**src/rtl/ppd_pkg.sv**
```systemverilog
package ppd_pkg;
    localparam int ADDR_W     = 16;
    localparam int PAGE_W     = 6;
    localparam int OFF_W      = 14;
    localparam int XADDR_W    = PAGE_W + OFF_W;
    localparam int HI_W       = XADDR_W - ADDR_W;
    localparam int BASE_PAGES = 8;

    localparam logic [ADDR_W-1:0] PAGE_REG_A = 16'h0030;
    localparam logic [ADDR_W-1:0] PORT_DAT_A = 16'h0032;
    localparam logic [ADDR_W-1:0] PORT_DIR_A = 16'h0033;
    localparam logic [ADDR_W-1:0] REG_END_A  = 16'h03FF;
    localparam logic [HI_W-1:0]   OUT_WIN_HI = '1;

    typedef enum logic [2:0] {
        RG_REG,
        RG_EXTIO,
        RG_RAM,
        RG_FLASH,
        RG_WINDOW
    } region_t;
endpackage

```
**src/rtl/ppd_page_reg.sv**
```systemverilog
module ppd_page_reg
    import ppd_pkg::*;
(
    input  logic              clk,
    input  logic              rst_n,
    input  logic              bus_act,
    input  logic              cpu_rw,
    input  logic [ADDR_W-1:0] cpu_addr,
    input  logic [PAGE_W-1:0] cpu_wdata,
    output logic [PAGE_W-1:0] page_q,
    output logic [PAGE_W-1:0] rd_data
);
    logic hit;

    assign hit = bus_act && (cpu_addr == PAGE_REG_A);

    always_ff @(posedge clk or negedge rst_n) begin
        if (!rst_n) begin
            page_q <= '0;
        end else if (hit && !cpu_rw) begin
            page_q <= cpu_wdata;
        end
    end

    always_comb begin
        rd_data = '0;
        if (hit && cpu_rw) begin
            rd_data = page_q;
        end
    end
endmodule

```
**src/rtl/ppd_region_decode.sv**
```systemverilog
module ppd_region_decode
    import ppd_pkg::*;
(
    input  logic [ADDR_W-1:0]  cpu_addr,
    input  logic [PAGE_W-1:0]  page_q,
    input  logic [1:0]         cfg_sw,
    input  logic               emul_mode,
    input  logic               expand_en,
    output region_t            region,
    output logic               win_int,
    output logic               removed,
    output logic [XADDR_W-1:0] ext_addr
);
    localparam logic [PAGE_W:0] ALL_PAGES = 1 << PAGE_W;
    localparam logic [PAGE_W:0] BASE_CNT  = (PAGE_W+1)'(BASE_PAGES);

    logic [PAGE_W:0] onchip_cnt;
    logic [PAGE_W:0] first_int;

    always_comb begin
        onchip_cnt = BASE_CNT << cfg_sw;
        first_int  = ALL_PAGES - onchip_cnt;
        win_int    = ({1'b0, page_q} >= first_int);
    end

    always_comb begin
        unique case (cpu_addr[ADDR_W-1:ADDR_W-2])
            2'b10:   region = RG_WINDOW;
            2'b01,
            2'b11:   region = RG_FLASH;
            default: begin
                if (cpu_addr[ADDR_W-3])
                    region = RG_RAM;
                else if (cpu_addr <= REG_END_A)
                    region = RG_REG;
                else
                    region = RG_EXTIO;
            end
        endcase
    end

    always_comb begin
        removed = emul_mode && expand_en && (region == RG_REG) &&
                  ((cpu_addr == PORT_DAT_A) || (cpu_addr == PORT_DIR_A));
    end

    always_comb begin
        if (region == RG_WINDOW)
            ext_addr = {page_q, cpu_addr[OFF_W-1:0]};
        else
            ext_addr = {OUT_WIN_HI, cpu_addr};
    end
endmodule

```
**src/rtl/ppd_select.sv**
```systemverilog
module ppd_select
    import ppd_pkg::*;
(
    input  region_t    region,
    input  logic       win_int,
    input  logic       removed,
    input  logic       bus_act,
    input  logic       emul_mode,
    input  logic       expand_en,
    input  logic [1:0] gpio_dat,
    input  logic [1:0] gpio_dir,
    output logic       is_ext,
    output logic       ecs_pad,
    output logic       xcs_pad,
    output logic [1:0] pad_oe
);
    logic in_flash;
    logic ecs_act;
    logic xcs_act;

    always_comb begin
        unique case (region)
            RG_EXTIO:  is_ext = 1'b1;
            RG_WINDOW: is_ext = !win_int;
            RG_REG:    is_ext = removed;
            default:   is_ext = 1'b0;
        endcase
        in_flash = (region == RG_FLASH) || ((region == RG_WINDOW) && win_int);
    end

    always_comb begin
        ecs_act = bus_act && emul_mode && expand_en && in_flash;
        xcs_act = bus_act && expand_en && !ecs_act && is_ext && !removed;
    end

    always_comb begin
        if (expand_en) begin
            ecs_pad = !ecs_act;
            xcs_pad = !xcs_act;
            pad_oe  = 2'b11;
        end else begin
            ecs_pad = gpio_dat[1];
            xcs_pad = gpio_dat[0];
            pad_oe  = gpio_dir;
        end
    end
endmodule

```
**src/rtl/prog_page_decoder.sv**
```systemverilog
module prog_page_decoder
    import ppd_pkg::*;
(
    input  logic               clk,
    input  logic               rst_n,
    input  logic               bus_act,
    input  logic               cpu_rw,
    input  logic [ADDR_W-1:0]  cpu_addr,
    input  logic [PAGE_W-1:0]  cpu_wdata,
    input  logic               emul_mode,
    input  logic               expand_en,
    input  logic [1:0]         cfg_sw,
    input  logic [1:0]         gpio_dat,
    input  logic [1:0]         gpio_dir,
    output logic [XADDR_W-1:0] ext_addr,
    output logic               is_ext,
    output logic               ecs_pad,
    output logic               xcs_pad,
    output logic [1:0]         pad_oe,
    output logic [PAGE_W-1:0]  rd_data
);
    logic [PAGE_W-1:0] page_q;
    region_t           region;
    logic              win_int;
    logic              removed;

    ppd_page_reg u_page (
        .clk       (clk),
        .rst_n     (rst_n),
        .bus_act   (bus_act),
        .cpu_rw    (cpu_rw),
        .cpu_addr  (cpu_addr),
        .cpu_wdata (cpu_wdata),
        .page_q    (page_q),
        .rd_data   (rd_data)
    );

    ppd_region_decode u_dec (
        .cpu_addr  (cpu_addr),
        .page_q    (page_q),
        .cfg_sw    (cfg_sw),
        .emul_mode (emul_mode),
        .expand_en (expand_en),
        .region    (region),
        .win_int   (win_int),
        .removed   (removed),
        .ext_addr  (ext_addr)
    );

    ppd_select u_sel (
        .region    (region),
        .win_int   (win_int),
        .removed   (removed),
        .bus_act   (bus_act),
        .emul_mode (emul_mode),
        .expand_en (expand_en),
        .gpio_dat  (gpio_dat),
        .gpio_dir  (gpio_dir),
        .is_ext    (is_ext),
        .ecs_pad   (ecs_pad),
        .xcs_pad   (xcs_pad),
        .pad_oe    (pad_oe)
    );
endmodule

```
**config.mk**
```make
export PLATFORM = sky130hd
export DESIGN_NAME = prog_page_decoder
export DESIGN_NICKNAME = d
export VERILOG_FILES = /design/src/rtl/ppd_pkg.sv /design/src/rtl/ppd_page_reg.sv /design/src/rtl/ppd_region_decode.sv /design/src/rtl/ppd_select.sv /design/src/rtl/prog_page_decoder.sv
export SDC_FILE = /design/constraint.sdc
export NUM_CORES = 1
export LEC_CHECK = 0
export BUFFER_PORTS_ARGS = -buffer_cell sky130_fd_sc_hd__buf_2
export CELL_PAD_IN_SITES_DETAIL_PLACEMENT = 0
export CELL_PAD_IN_SITES_GLOBAL_PLACEMENT = 1
export CORE_MARGIN = 3
export CORE_UTILIZATION = 24
export CTS_CLUSTER_DIAMETER = 40
export DETAILED_ROUTE_END_ITERATION = 10
export GPL_TIMING_DRIVEN = 0
export PLACE_DENSITY = 0.92
export SYNTH_ARGS = -nofsm -noshare
export SYNTH_HDL_FRONTEND = slang
export SYNTH_SLANG_ARGS = --single-unit
```
**constraint.sdc**
```tcl
create_clock -name clk -period 2.85 [get_ports clk]
set_input_delay 0.57 -clock clk [delete_from_list [all_inputs] [get_ports clk]]
set_output_delay 0.57 -clock clk [all_outputs]
set_load 0.05 [all_outputs]
```
=== Word-level counts from Yosys, hierarchy flattened ===
Index checks and enable logic that the tools add are counted.

* Add/sub/neg operators: 1
* $lt $le $gt $ge: 2
* Eq/ne operators: 9
* Shift-type cells: 1
* Mux-type cells: 9
* Reduce and logical (&&, ||, !) cells: 23

{| class="wikitable"
|+ Operators by type and width
! operator !! number
|-
| 16-bit by 6-bit equality test with 1-bit output (second input constant) || 3
|-
| 20-bit two-way mux || 1
|-
| 16-bit by 10-bit less-or-equal comparator with 1-bit output (second input constant) || 1
|-
| 1-bit logical AND || 14
|-
| 6-bit by 7-bit greater-or-equal comparator with 1-bit output || 1
|-
| 4-bit by 2-bit << shifter with 7-bit output (first input constant) || 1
|-
| 7-bit subtractor (first input constant) || 1
|-
| 6-bit two-way mux || 1
|-
| 3-bit case mux with 2 select lines || 1
|-
| 1-bit zero test || 5
|-
| 2-bit equality test (second input constant) || 2
|-
| 3-bit by 1-bit equality test with 1-bit output (second input constant) || 1
|-
| 3-bit by 2-bit equality test with 1-bit output (second input constant) || 1
|-
| 3-bit equality test (second input constant) || 1
|-
| 3-bit zero test || 1
|-
| 1-bit two-way mux || 3
|-
| 3-bit two-way mux || 1
|-
| 1-bit case mux with 3 select lines || 1
|-
| 2-bit by 1-bit equality test with 1-bit output (second input constant) || 1
|-
| 1-bit logical OR || 2
|-
| 2-bit two-way mux || 1
|-
| 2-bit OR reduction || 1
|}

* Flip-flop bits (word level): 6
* Input port bits: 34
* Output and inout bits: 31
* Word-level logic and storage cells: 46

=== Longest topological paths before layout ===
* Word-level depth: 14
* Depth in mapped cells: 6
* Mapped depth without buffers: 6

=== Cells and area by module ===
A second synthesis with hierarchy kept.

* Cells, all modules: 85
* Area total of the unflattened synthesis: 723.2 um^2

{| class="wikitable"
|+ By module, submodules not included
! module !! instances !! cells an instance !! area each (um^2) !! seq. area each (um^2)
|-
| ppd_page_reg || 1 || 27 || 336.6 || 150.1
|-
| ppd_region_decode || 1 || 44 || 297.8 || 0.0
|-
| ppd_select || 1 || 14 || 88.8 || 0.0
|}

=== Worst setup path before layout ===
OpenSTA, ideal clock, no wires.

* Path type: input to output
* From: input port cfg_sw[1]
* To: output port xcs_pad
* Arrival time: 2.237 ns
* Data required time: 2.280 ns
* Slack: 0.043 ns
* Stages: 6
* Buffers on the path: 0
* Cell sequence: or2_2 > ha_1 > o211ai_1 > nand3_1 > o21ai_0 > a31oi_1

* Word-level cells in the longest chain between the ends: 12
* Elaborated cells on any way between the ends: 14
* Classes of those cells: add/sub (1); order compare (1); shift (1); mux (2); reduce/logical (9)

{| class="wikitable"
|+ RTL lines
! what !! RTL line !! RTL
|-
| start: declaration || prog_page_decoder.sv:12 || <nowiki>input logic [1:0] cfg_sw,</nowiki>
|-
| 4-bit by 2-bit << shifter with 7-bit output * || ppd_region_decode.sv:21 || <nowiki>onchip_cnt = BASE_CNT << cfg_sw;</nowiki>
|-
| 7-bit subtractor * || ppd_region_decode.sv:22 || <nowiki>first_int = ALL_PAGES - onchip_cnt;</nowiki>
|-
| 6-bit by 7-bit greater-or-equal comparator with 1-bit output * || ppd_region_decode.sv:23 || <nowiki>win_int = ({1'b0, page_q} >= first_int);</nowiki>
|-
| 1-bit logical AND || ppd_select.sv:28 || <nowiki>in_flash = (region == RG_FLASH) || ((region == RG_WINDOW) && win_int);</nowiki>
|-
| 1-bit logical OR || ppd_select.sv:28 ||
|-
| 1-bit logical AND || ppd_select.sv:32 || <nowiki>ecs_act = bus_act && emul_mode && expand_en && in_flash;</nowiki>
|-
| 1-bit zero test || ppd_select.sv:33 || <nowiki>xcs_act = bus_act && expand_en && !ecs_act && is_ext && !removed;</nowiki>
|-
| 1-bit logical AND || ppd_select.sv:33 ||
|-
| 1-bit logical AND * (2 in a row) || ppd_select.sv:33 ||
|-
| 1-bit zero test * || ppd_select.sv:39 || <nowiki>xcs_pad = !xcs_act;</nowiki>
|-
| 1-bit two-way mux * || ppd_select.sv:37 || <nowiki>if (expand_en) begin</nowiki>
|-
| end: declaration || prog_page_decoder.sv:18 || <nowiki>output logic xcs_pad,</nowiki>
|}

Mark *: on every way between the ends. The rest lies on a longest branch, timed or not.

=== Final worst setup path ===
* From: input port cfg_sw[1]
* To: output port is_ext

* Word-level cells in the longest chain between the ends: 5

{| class="wikitable"
|+ RTL lines
! what !! RTL line !! RTL
|-
| 4-bit by 2-bit << shifter with 7-bit output || ppd_region_decode.sv:21 ||
|-
| 7-bit subtractor || ppd_region_decode.sv:22 ||
|-
| 6-bit by 7-bit greater-or-equal comparator with 1-bit output || ppd_region_decode.sv:23 ||
|-
| 1-bit zero test || ppd_select.sv:24 || <nowiki>RG_WINDOW: is_ext = !win_int;</nowiki>
|-
| 1-bit case mux with 3 select lines || ppd_select.sv:22 || <nowiki>unique case (region)</nowiki>
|-
| end: declaration || prog_page_decoder.sv:16 || <nowiki>output logic is_ext,</nowiki>
|}

No other way between the ends.

==> results.sh <==
export IMPL_cts_root_buffer="clkbuf_4"
export IMPL_syn_avg_cell_area_um2=8.88
export IMPL_hpwl_um=1730
export IMPL_final_setup_skew_ps=0
export IMPL_gp_congestion=0.666
export IMPL_grt_max_degree=8
export IMPL_yosys_warnings=0
export IMPL_clk_pin_slew_ps=40
export IMPL_rsz0062_at_grt="false"
export IMPL_crit_fanout=3
export IMPL_largest_reg_flops=6
export IMPL_drive_gt1_share_pct=67.6
export IMPL_worst_skew_pair_late_latency_ps=240
export IMPL_start_util_pct=25.6
export IMPL_first_pass_iters=4
export IMPL_slowest_delay_ps=290
export IMPL_grt_pass1_vias=756
export IMPL_layout_min_cycle_time_ps=2700
export IMPL_synth_area_leaders="dfrtp_1 (23%), buf_4 (16%), mux2_2 (11%), and2_1 (6.8%), ha_1 (5.9%)"
export IMPL_p_total_w=0.000318
export IMPL_synth_main_ff_cell="dfrtp_1"
export IMPL_cp_start_kind="input pin"
export IMPL_die_width_um=57.6
export IMPL_post_synth_num_cell_types=26
export IMPL_grt_ovfl_total=0
export IMPL_io_pins=65
export IMPL_via_per_inst=4.50
export IMPL_fin_tns_setup_ps=0
export IMPL_yosysMostFrequentCell="buf_4"
export IMPL_final_nets=178
export IMPL_netlist_area_um2=639
export IMPL_drv_slew=0
export IMPL_wire_per_inst_um=11.3
export IMPL_leakage_nw=0.596
export IMPL_post_cts_buffers=0
export IMPL_antenna_diode_count=0
export IMPL_crit_required_ps=2280
export IMPL_synth_seq_area_share_pct=23.5
export IMPL_setup_violations=0
export IMPL_max_cap_violations=0
export IMPL_drt_wl_total_um=1920
export IMPL_hold_viol_final=0
export IMPL_htree_levels=1
export IMPL_die_h_um=57.6
export IMPL_ys_seq_elements=6
export IMPL_status="complete, no violations"
export IMPL_clock_path_buffers=2
export IMPL_numCtsBuffers=3
export IMPL_design_core_area_um2=2500
export IMPL_syn_inst=72
export IMPL_clock_sinks=6
export IMPL_crit_type="input pin to output port"
export IMPL_top_regs="u_page.page_q (6)"
export IMPL_largest_register="u_page.page_q"
export IMPL_max_freq_ghz=0.371
export IMPL_grtUsageTotal_pct=11.9
export IMPL_syn_nets=109
export IMPL_vias=760
export IMPL_yosysTopAreaCellShare_pct=23.5
export IMPL_async_reset_ff_share_pct=100
export IMPL_grt_pass1_wl_um=3120
export IMPL_port_buffers=64
export IMPL_period_share_pct=94.6
export IMPL_drc=0
export IMPL_nFillCells=263
export IMPL_first_iter_violations=11
export IMPL_max_vdd_ir_drop_v=0.000254
export IMPL_hold_buffers=0
export IMPL_relSlewSlack_pct=66.4
export IMPL_cp_cell_sequence="buf_2 -> or2_2 -> ha_1 -> o211ai_1 -> nand3_1 -> o21ai_0 -> a41o_1 -> clkbuf_4"
export IMPL_cts_tree="built"
export IMPL_worst_pin_slew_ps=498
export IMPL_cp_end_kind="output port"
export IMPL_antenna_found_initial=0
export IMPL_worstPathArrival_ps=2130
export IMPL_synth_edf_count=0
export IMPL_rows=18
export IMPL_critical_path_slowest_cell="or2_2"
export IMPL_ant_nets=0
export IMPL_syn2layout_area_growth_pct=61.1
export IMPL_hold_class="input pin to asynchronous set/reset pin"
export IMPL_synth_common_cells="buf_4 (14), and2_1 (7), dfrtp_1 (6), mux2_2 (6), nand2b_1 (4)"
export IMPL_die_area_um2=3320
export IMPL_power_density_nw_per_um2=309
export IMPL_yosys_area_top_type="dfrtp_1"
## per-layer routing
metal  part of all wire, %  track usage (%)
met1                    37             12.5
met2                    51             22.3
met3                    12             2.90
met4                     0             4.97
met5                     0                0
## repair_timing
action	in CTS	in global routing
gates resized for setup	0	4
endpoints found under the setup margin	0	4
hold endpoints to repair	0	0
## path summary, 6_finish.rpt
check	start	end	slack (ps)	depth (start not counted)
max	cfg_sw[1]	is_ext	150	8
max in group asynchronous	rst_n	u_page.page_q[5]$_DFFE_PN0P_	2560	1
max reg2reg	u_page.page_q[3]$_DFFE_PN0P_	u_page.page_q[3]$_DFFE_PN0P_	2060	1
min	rst_n	u_page.page_q[2]$_DFFE_PN0P_	140	1
min in group clk	u_page.page_q[2]$_DFFE_PN0P_	u_page.page_q[2]$_DFFE_PN0P_	510	1
min reg2reg	u_page.page_q[2]$_DFFE_PN0P_	u_page.page_q[2]$_DFFE_PN0P_	510	1
## critical path: cells and delay by family
| kind | cells | cell delay, ps |
|---|---|---|
| adders and majority gates | 1 | 280 |
| buffers and inverters | 2 | 330 |
| AOI/OAI and AO/OA | 3 | 520 |
| and+or+nand+nor | 2 | 410 |
## kinds of logic (layout without fill, tap and decap cells)
logic type                 Yosys count  in the layout  synth area share, %
AOI/OAI and AO/OA                    9              9                 9.79
adders and majority gates            3              3                 5.87
buffers and inverters               15             82                 17.0
DFF                                  6              6                 23.5
muxes                                6              6                 10.6
and+or+nand+nor                     33             33                 33.3
## report_power, final
part | total, W | leakage, nW | internal [W] | switching (W)
logic | 0.000155 | 0.499 | 0.0000523 | 0.000103
clock network | 0.0000772 | 0.0138 | 0.0000476 | 0.0000296
registers | 0.0000855 | 0.0839 | 0.0000855 | 0.0000000126
## through the flow
stage          worst slack, ps  hold slack [ps]  instance area [um^2]  utilization [%]  cells
6_report                   153              144                  1030             41.2    169
5_1_grt                   18.7              134                  1030             41.2    169
4_1_cts                   88.8              139                  1020             40.8    169
3_5_place_dp              96.2              401                   997             39.9    166
3_3_place_gp               143              394                   997             39.9    166
2_1_floorplan             42.8              274                   639                -     72
## cells in the final DEF (no fill, tap or decap), types with 2 or more instances in the layout
cell type,n
and3_1,2
or2_2,3
nand2b_1,4
buf_2,62
and2_1,7
or3_1,2
nand2_1,2
buf_4,14
nor2_1,2
mux2_2,6
nand3_1,3
dfrtp_1,6
ha_1,3
clkbuf_4,5
nor3_1,3
## layout make-up
type,count,area (um^2),area share [%]
clock buffer,3,22.5,2.19
tap,30,37.5,3.65
buffer,15,109,10.6
multi-input combinational,51,385,37.4
timing repair buffer,64,325,31.6
sequential,6,150,14.6
Power figures use the tool's default switching activity.
